--- src/rtl/tdm_map_pkg.sv ---
package tdm_map_pkg;

  // Per-cycle commands from the slot sequencer to the datapath
  typedef struct packed {
    logic loadTx;    // slot start: capture the transmit byte
    logic shiftTx;   // bit boundary: advance the transmit shifter
    logic sampleRx;  // bit centre: take one receive bit
    logic commitRx;  // last receive bit of the slot
    logic fillNow;   // current slot is a filler
  } mapStrobe_t;

endpackage

--- src/rtl/tdm_map_ctrl.sv ---
module tdm_map_ctrl
  import tdm_map_pkg::*;
#(
  parameter int NUM_SLOTS    = 32,
  parameter int SLOT_BITS    = 8,
  parameter int CLKS_PER_BIT = 2,
  parameter int FILL_STRIDE  = 4,
  parameter int ADDR_W       = $clog2(NUM_SLOTS)
) (
  input  logic              clk,
  input  logic              rst_n,
  input  logic              frameSync_n,
  input  logic              mode32,
  output mapStrobe_t        strobe,
  output logic [ADDR_W-1:0] slotAddr
);

  localparam int PH_W = (CLKS_PER_BIT > 1) ? $clog2(CLKS_PER_BIT) : 1;
  localparam int BIT_W = (SLOT_BITS > 1) ? $clog2(SLOT_BITS) : 1;
  localparam logic [PH_W-1:0] PH_LAST = PH_W'(CLKS_PER_BIT - 1);
  localparam logic [BIT_W-1:0] BIT_LAST = BIT_W'(SLOT_BITS - 1);
  localparam logic [ADDR_W-1:0] SLOT_LAST = ADDR_W'(NUM_SLOTS - 1);
  localparam bit STRIDE_POW2 = (FILL_STRIDE & (FILL_STRIDE - 1)) == 0;

  logic [PH_W-1:0]   phaseCnt;
  logic [BIT_W-1:0]  bitCnt;
  logic [ADDR_W-1:0] slotCnt;

  // Position in the frame: phase within bit, bit within slot, slot
  always_ff @(posedge clk) begin
    if (!rst_n || !frameSync_n) begin
      phaseCnt <= '0;
      bitCnt   <= '0;
      slotCnt  <= '0;
    end else if (phaseCnt == PH_LAST) begin
      phaseCnt <= '0;
      if (bitCnt == BIT_LAST) begin
        bitCnt  <= '0;
        slotCnt <= (slotCnt == SLOT_LAST) ? '0 : slotCnt + 1'b1;
      end else begin
        bitCnt <= bitCnt + 1'b1;
      end
    end else begin
      phaseCnt <= phaseCnt + 1'b1;
    end
  end

  // Group of FILL_STRIDE slots and member within it
  logic [ADDR_W-1:0] groupIdx;
  logic [ADDR_W-1:0] memberIdx;

  generate
    if (STRIDE_POW2) begin : g_shift
      localparam int STRIDE_LG = $clog2(FILL_STRIDE);
      assign groupIdx  = slotCnt >> STRIDE_LG;
      assign memberIdx = slotCnt & ADDR_W'(FILL_STRIDE - 1);
    end else begin : g_div
      localparam logic [ADDR_W-1:0] STRIDE_V = ADDR_W'(FILL_STRIDE);
      assign groupIdx  = slotCnt / STRIDE_V;
      assign memberIdx = slotCnt % STRIDE_V;
    end
  endgenerate

  logic isFillPos;
  logic [ADDR_W-1:0] denseAddr;

  assign isFillPos = (memberIdx == '0);
  // Each group before this slot owns one filler, plus this group's own
  assign denseAddr = slotCnt - groupIdx - ADDR_W'(1);

  always_comb begin
    strobe.fillNow  = !mode32 && isFillPos;
    strobe.loadTx   = (phaseCnt == '0) && (bitCnt == '0);
    strobe.shiftTx  = (phaseCnt == '0) && (bitCnt != '0);
    strobe.sampleRx = (phaseCnt == PH_LAST);
    strobe.commitRx = (phaseCnt == PH_LAST) && (bitCnt == BIT_LAST);
    if (mode32)             slotAddr = slotCnt;
    else if (strobe.fillNow) slotAddr = '0;
    else                     slotAddr = denseAddr;
  end

endmodule

--- src/rtl/tdm_map_dp.sv ---
module tdm_map_dp
  import tdm_map_pkg::*;
#(
  parameter int SLOT_BITS = 8,
  parameter int ADDR_W    = 5
) (
  input  logic                 clk,
  input  logic                 rst_n,
  input  mapStrobe_t           strobe,
  input  logic [ADDR_W-1:0]    slotAddr,
  input  logic [SLOT_BITS-1:0] txByte,
  input  logic                 serRx,
  output logic                 serTx,
  output logic                 rxWrite,
  output logic [ADDR_W-1:0]    rxAddr,
  output logic [SLOT_BITS-1:0] rxData
);

  logic [SLOT_BITS-1:0] txShift;
  logic [SLOT_BITS-1:0] rxShift;
  logic [SLOT_BITS-1:0] rxNext;

  assign rxNext = {rxShift[SLOT_BITS-2:0], serRx};
  assign serTx  = txShift[SLOT_BITS-1];

  // Transmit: parallel load at slot start, shift left with ones fill
  always_ff @(posedge clk) begin
    if (!rst_n) begin
      txShift <= '1;
    end else if (strobe.loadTx) begin
      txShift <= strobe.fillNow ? '1 : txByte;
    end else if (strobe.shiftTx) begin
      txShift <= {txShift[SLOT_BITS-2:0], 1'b1};
    end
  end

  // Receive: collect bits, hand over a whole byte on the last one
  always_ff @(posedge clk) begin
    if (!rst_n) begin
      rxShift <= '0;
      rxWrite <= 1'b0;
      rxAddr  <= '0;
      rxData  <= '0;
    end else begin
      rxWrite <= strobe.commitRx && !strobe.fillNow;
      if (strobe.sampleRx) rxShift <= rxNext;
      if (strobe.commitRx && !strobe.fillNow) begin
        rxAddr <= slotAddr;
        rxData <= rxNext;
      end
    end
  end

endmodule

--- src/rtl/tdm_chan_mapper.sv ---
module tdm_chan_mapper
  import tdm_map_pkg::*;
#(
  parameter int NUM_SLOTS    = 32,
  parameter int SLOT_BITS    = 8,
  parameter int CLKS_PER_BIT = 2,
  parameter int FILL_STRIDE  = 4
) (
  input  logic                         clk,
  input  logic                         rst_n,
  input  logic                         frameSync_n,
  input  logic                         mode32,
  input  logic [SLOT_BITS-1:0]         txByte,
  input  logic                         serRx,
  output logic [$clog2(NUM_SLOTS)-1:0] bufAddr,
  output logic                         fillSlot,
  output logic                         serTx,
  output logic                         rxWrite,
  output logic [$clog2(NUM_SLOTS)-1:0] rxAddr,
  output logic [SLOT_BITS-1:0]         rxData
);

  localparam int ADDR_W = $clog2(NUM_SLOTS);

  mapStrobe_t        strobe;
  logic [ADDR_W-1:0] slotAddr;

  tdm_map_ctrl #(
    .NUM_SLOTS   (NUM_SLOTS),
    .SLOT_BITS   (SLOT_BITS),
    .CLKS_PER_BIT(CLKS_PER_BIT),
    .FILL_STRIDE (FILL_STRIDE),
    .ADDR_W      (ADDR_W)
  ) u_ctrl (
    .clk        (clk),
    .rst_n      (rst_n),
    .frameSync_n(frameSync_n),
    .mode32     (mode32),
    .strobe     (strobe),
    .slotAddr   (slotAddr)
  );

  tdm_map_dp #(
    .SLOT_BITS(SLOT_BITS),
    .ADDR_W   (ADDR_W)
  ) u_dp (
    .clk     (clk),
    .rst_n   (rst_n),
    .strobe  (strobe),
    .slotAddr(slotAddr),
    .txByte  (txByte),
    .serRx   (serRx),
    .serTx   (serTx),
    .rxWrite (rxWrite),
    .rxAddr  (rxAddr),
    .rxData  (rxData)
  );

  assign bufAddr  = slotAddr;
  assign fillSlot = strobe.fillNow;

endmodule

--- config.mk ---
export PLATFORM = sky130hd
export DESIGN_NAME = tdm_chan_mapper
export DESIGN_NICKNAME = d
export VERILOG_FILES = /design/src/rtl/tdm_map_pkg.sv /design/src/rtl/tdm_map_ctrl.sv /design/src/rtl/tdm_map_dp.sv /design/src/rtl/tdm_chan_mapper.sv
export SDC_FILE = /design/constraint.sdc
export NUM_CORES = 1
export LEC_CHECK = 0
export ABC_CLOCK_PERIOD_IN_PS = 2200
export BUFFER_PORTS_ARGS = -buffer_cell sky130_fd_sc_hd__buf_2
export CORE_MARGIN = 2
export CORE_UTILIZATION = 40
export CTS_CLUSTER_DIAMETER = 200
export DETAILED_ROUTE_END_ITERATION = 10
export PLACE_DENSITY = 0.64
export RECOVER_POWER = 100
export SETUP_SLACK_MARGIN = 0.2
export SLEW_MARGIN = 20
export SYNTH_ARGS = -nofsm -noshare
export SYNTH_HDL_FRONTEND = slang
export SYNTH_SLANG_ARGS = --single-unit
--- constraint.sdc ---
create_clock -name clk -period 2.2 [get_ports clk]
set_input_delay 0.22 -clock clk [delete_from_list [all_inputs] [get_ports clk]]
set_output_delay 0.22 -clock clk [all_outputs]
set_load 0.005 [all_outputs]
==> run summary <==
The flow ran to the end, and the final reports show no timing, DRC or antenna violations. The tools report the endpoint kind of the worst setup timing path as an output port. The logs give 0.00232 ns for the final setup skew and 265 for the final-stage net count.

The detailed router placed 1,561 vias in this run. The tools report the number of pins with negative max-slew slack in the final report as 0. The critical path starts at u_ctrl.slotCnt[4].

VDD sags by at most 393 uV. The via count of the first global-routing pass was 1,447; the horizontal die dimension was 71.4 um. Once placement finished, the instance area stood at 1980 um2. The number of cells produced by synthesis was 204. In this run the critical register-to-register path is launched from u_ctrl.slotCnt[1]. The first detailed-routing pass took 4 iterations. The run gives 4350 um2 as the placeable core area. Summed over all instances, the cell type with the most area after synthesis is dfxtp_1.

The tools report the placer's final routability congestion estimate as 0.850. The worst setup path is of the reg2out kind. The number of antenna violations at the first check in global routing came out at 0. The tools report the number of sinks handled by clock tree synthesis as 38.

Relative max-transition margin: 17.4%. The analysis attributes to cell leakage a power of 0.000883 uW. Ranked by total cell area, the synthesized netlist is headed by dfxtp_1 (42%), ha_1 (6.2%), mux2i_1 (5.5%). The net count after synthesis was 227; the time the worst path needs with I/O delays and setup was 2.05 ns. The floorplan has 24 rows.

The clock reaches the later pin of the worst-skew pair after 0.28 ns. The post-synthesis average cell area was 8.90 um2; the pin slew with the least headroom to its limit was 1.24 ns. After clock tree synthesis, the clock-pin slew on the worst setup and hold paths is 0.07 ns. Among all cell types in the netlist, the one instantiated most often is dfxtp_1. Number of vias per cell after detailed routing: 5.29. Number of inserted diodes: 0. The floorplan step defined a die boundary enclosing 5090 um2. Across every metal layer, demand over resource in global routing totals 17.1%. For this run, asynchronously set or reset flops after synthesis account for 0%. The routed wire length was 4.20 mm. The final critical path takes up 93.0% of the cycle. The highest net fanout along the worst path works out to 3.

The H-tree was split into 2 levels. The design draws 1360 uW. STA classifies the critical path startpoint as a flip-flop. The share of layout cells above drive strength 1 was 26.3%.

Registers take 774 um2. In this run the critical register-to-register path is captured at u_dp.txShift[5]. The count of routing violations after the opening detailed-route iteration was 66; the effective utilization at floorplan was 41.7%. Detailed placement ended at an HPWL of 2.66 mm. The portion of synthesized cell area occupied by the leading cell type is 41.9%. Number of cells traversed by the worst register-to-register path: 6. Setup slack on the worst reg-to-reg path comes out at 0.32 ns. Hold timing on the final database bottoms out at a slack of 0.188 ns. From synthesis to final layout, the design area changed by 20.5%. Setup violations remaining at the end of the flow were counted as 0.

For the area of the multi-input gates, the log shows 953 um2. The largest net degree at the start of global routing is 28. For this run, the leading register cell type out of synthesis is dfxtp_1.

The number of flops mapped to enable cells by yosys is 0, and the synthesis-stage register bit count is 38. TritonCTS built the clock tree. Setup repair after global routing could not meet its margin everywhere. The post-detailed-route DRC marker count was 0.

In this run the clock root is driven by a clkbuf_8. The number of buffers inserted during clock tree synthesis was 5; the number of buffers added on ports was 33. The placed cell count is 279. The total of fill cells in the finished design came out at 413. In the final routed layout, each cell accounts on average for 14.2 um.

After global routing the overflow that remains totals 0. Max-cap violations in this run came to 0. The min-delay analysis places its worst path in the category in2reg. After synthesis, flip-flops and latches occupy 41.9% of the total area.

The first global-routing pass estimated 6.87 mm of wire. The tools report the count of distinct cell types in the synthesized netlist as 41. The arrival time at the worst endpoint is 1.83 ns.

The run gives 0 as the count of final hold-check violations. Summed over all failing endpoints, the final setup total negative slack is 0 ns. The power density relative to cell area was 624 nW/um2; the total number of yosys warnings was 0.

Number of nets still failing antenna checks after routing: 0. The maximum clock insertion buffer count was 2; the number of cells traversed by the worst hold path was 3. The finished cells cover 2190 um2. The tools report the post-synth design cell area as 1820 um2. The die span in y is 71.4 um, and the number of primary I/O pins is 34.

The required time reported for the critical path endpoint was 1.98 ns. Leaving out filler cells and counting taps, the final layout contains 295. Endpoint with the worst hold slack: u_dp.rxShift[0]. The worst hold path begins at serRx. The run gives 0.489 GHz as the timing-limited maximum frequency. Counting instances in the post-synthesis netlist gives the leading cell types as dfxtp_1 (38), nor2_1 (22), a21oi_1 (16).
## metal layers
metal  vias up  wire length [um]  global-route usage (%)
met4         0                38                    5.24
met1       724              2050                    23.0
li1        801                 -                       -
met5         -                 0                       0
met2        30              1930                    27.2
met3         6               178                    4.08
## state kept, by name (all words and copies together) (netlist names)
register / cells
u_ctrl.bitCnt: 3
u_ctrl.phaseCnt: 1
u_ctrl.slotCnt: 5
u_dp.rxAddr: 5
u_dp.rxData: 8
u_dp.rxShift: 7
u_dp.rxWrite: 1
u_dp.txShift: 8
## how the worst max path moves through the flow
stage | to | slack (ns) | cells after the start
after detailed placement | u_dp.rxAddr[2] | 0.20 | 6
after global routing | bufAddr[1] | 0.08 | 6
final | bufAddr[3] | 0.15 | 6
after floorplan | u_dp.rxAddr[2] | 0.31 | 6
after global placement | u_dp.rxAddr[2] | 0.26 | 6
after CTS | bufAddr[4] | 0.16 | 8
## where the power goes
part,switching [uW],internal [uW],leakage (uW),total [uW]
clock,235,339,0.0000524,574
sequential,7.07,697,0.000312,704
combinational,52.9,33.4,0.000519,86.3
total,295,1070,0.000883,1360
## critical path: stages (launching register included)
cell	delay [ns]
dfxtp_2	0.33
inv_2	0.09
ha_4	0.21
a211o_1	0.30
or3_4	0.38
a21oi_2	0.12
buf_2	0.12
## cells in the final DEF (no fill, tap or decap), types with 2 or more instances in the layout
cell	n
o21ai_0	10
mux2i_1	10
o311ai_0	7
a21oi_2	2
nand2_1	14
inv_2	3
dfxtp_2	2
dfxtp_1	33
a21o_1	4
buf_2	26
o311a_1	3
a21oi_1	14
inv_1	6
nor2_1	22
clkbuf_1	10
and3_1	2
o21ai_1	2
ha_4	2
dfxtp_4	3
nand2b_4	2
nor3_1	9
nand2b_1	2
nand3_1	11
buf_4	9
clkbuf_8	5
nor2b_1	3
ha_1	7
## final cells by class
class,count,area share [%]
multi-input cells,141,43.6
flip-flops and latches,38,35.4
repair buffers,45,11.2
clock buffers,7,3.49
well taps,52,2.97
inverters,11,2.00
clock inverters,1,1.37
## what timing repair did
item,4_1_cts,5_1_grt
resized for setup,16,8
hold buffers,0,0
setup endpoints to repair,5,5
pin swaps,4,7
setup buffers,5,3
gates cloned,0,0
## through the flow
step           util [%]  setup slack (ns)
4_1_cts            49.9             0.163
2_1_floorplan         -             0.305
5_1_grt            50.2            0.0842
3_5_place_dp       45.4             0.203
6_report           50.2             0.154
3_3_place_gp       45.4             0.255
## cell families after synthesis
family / count (synthesis) / synth area share [%]
adder cells (fa/ha/maj): 10 / 7.31
multiplexers: 10 / 5.51
AO/OA/AOI/OAI: 50 / 18.5
buffers and inverters: 25 / 7.79
AND/OR/NAND/NOR: 71 / 19.0
flip-flops: 38 / 41.9
Note: power is estimated with default switching activity, not from simulation.
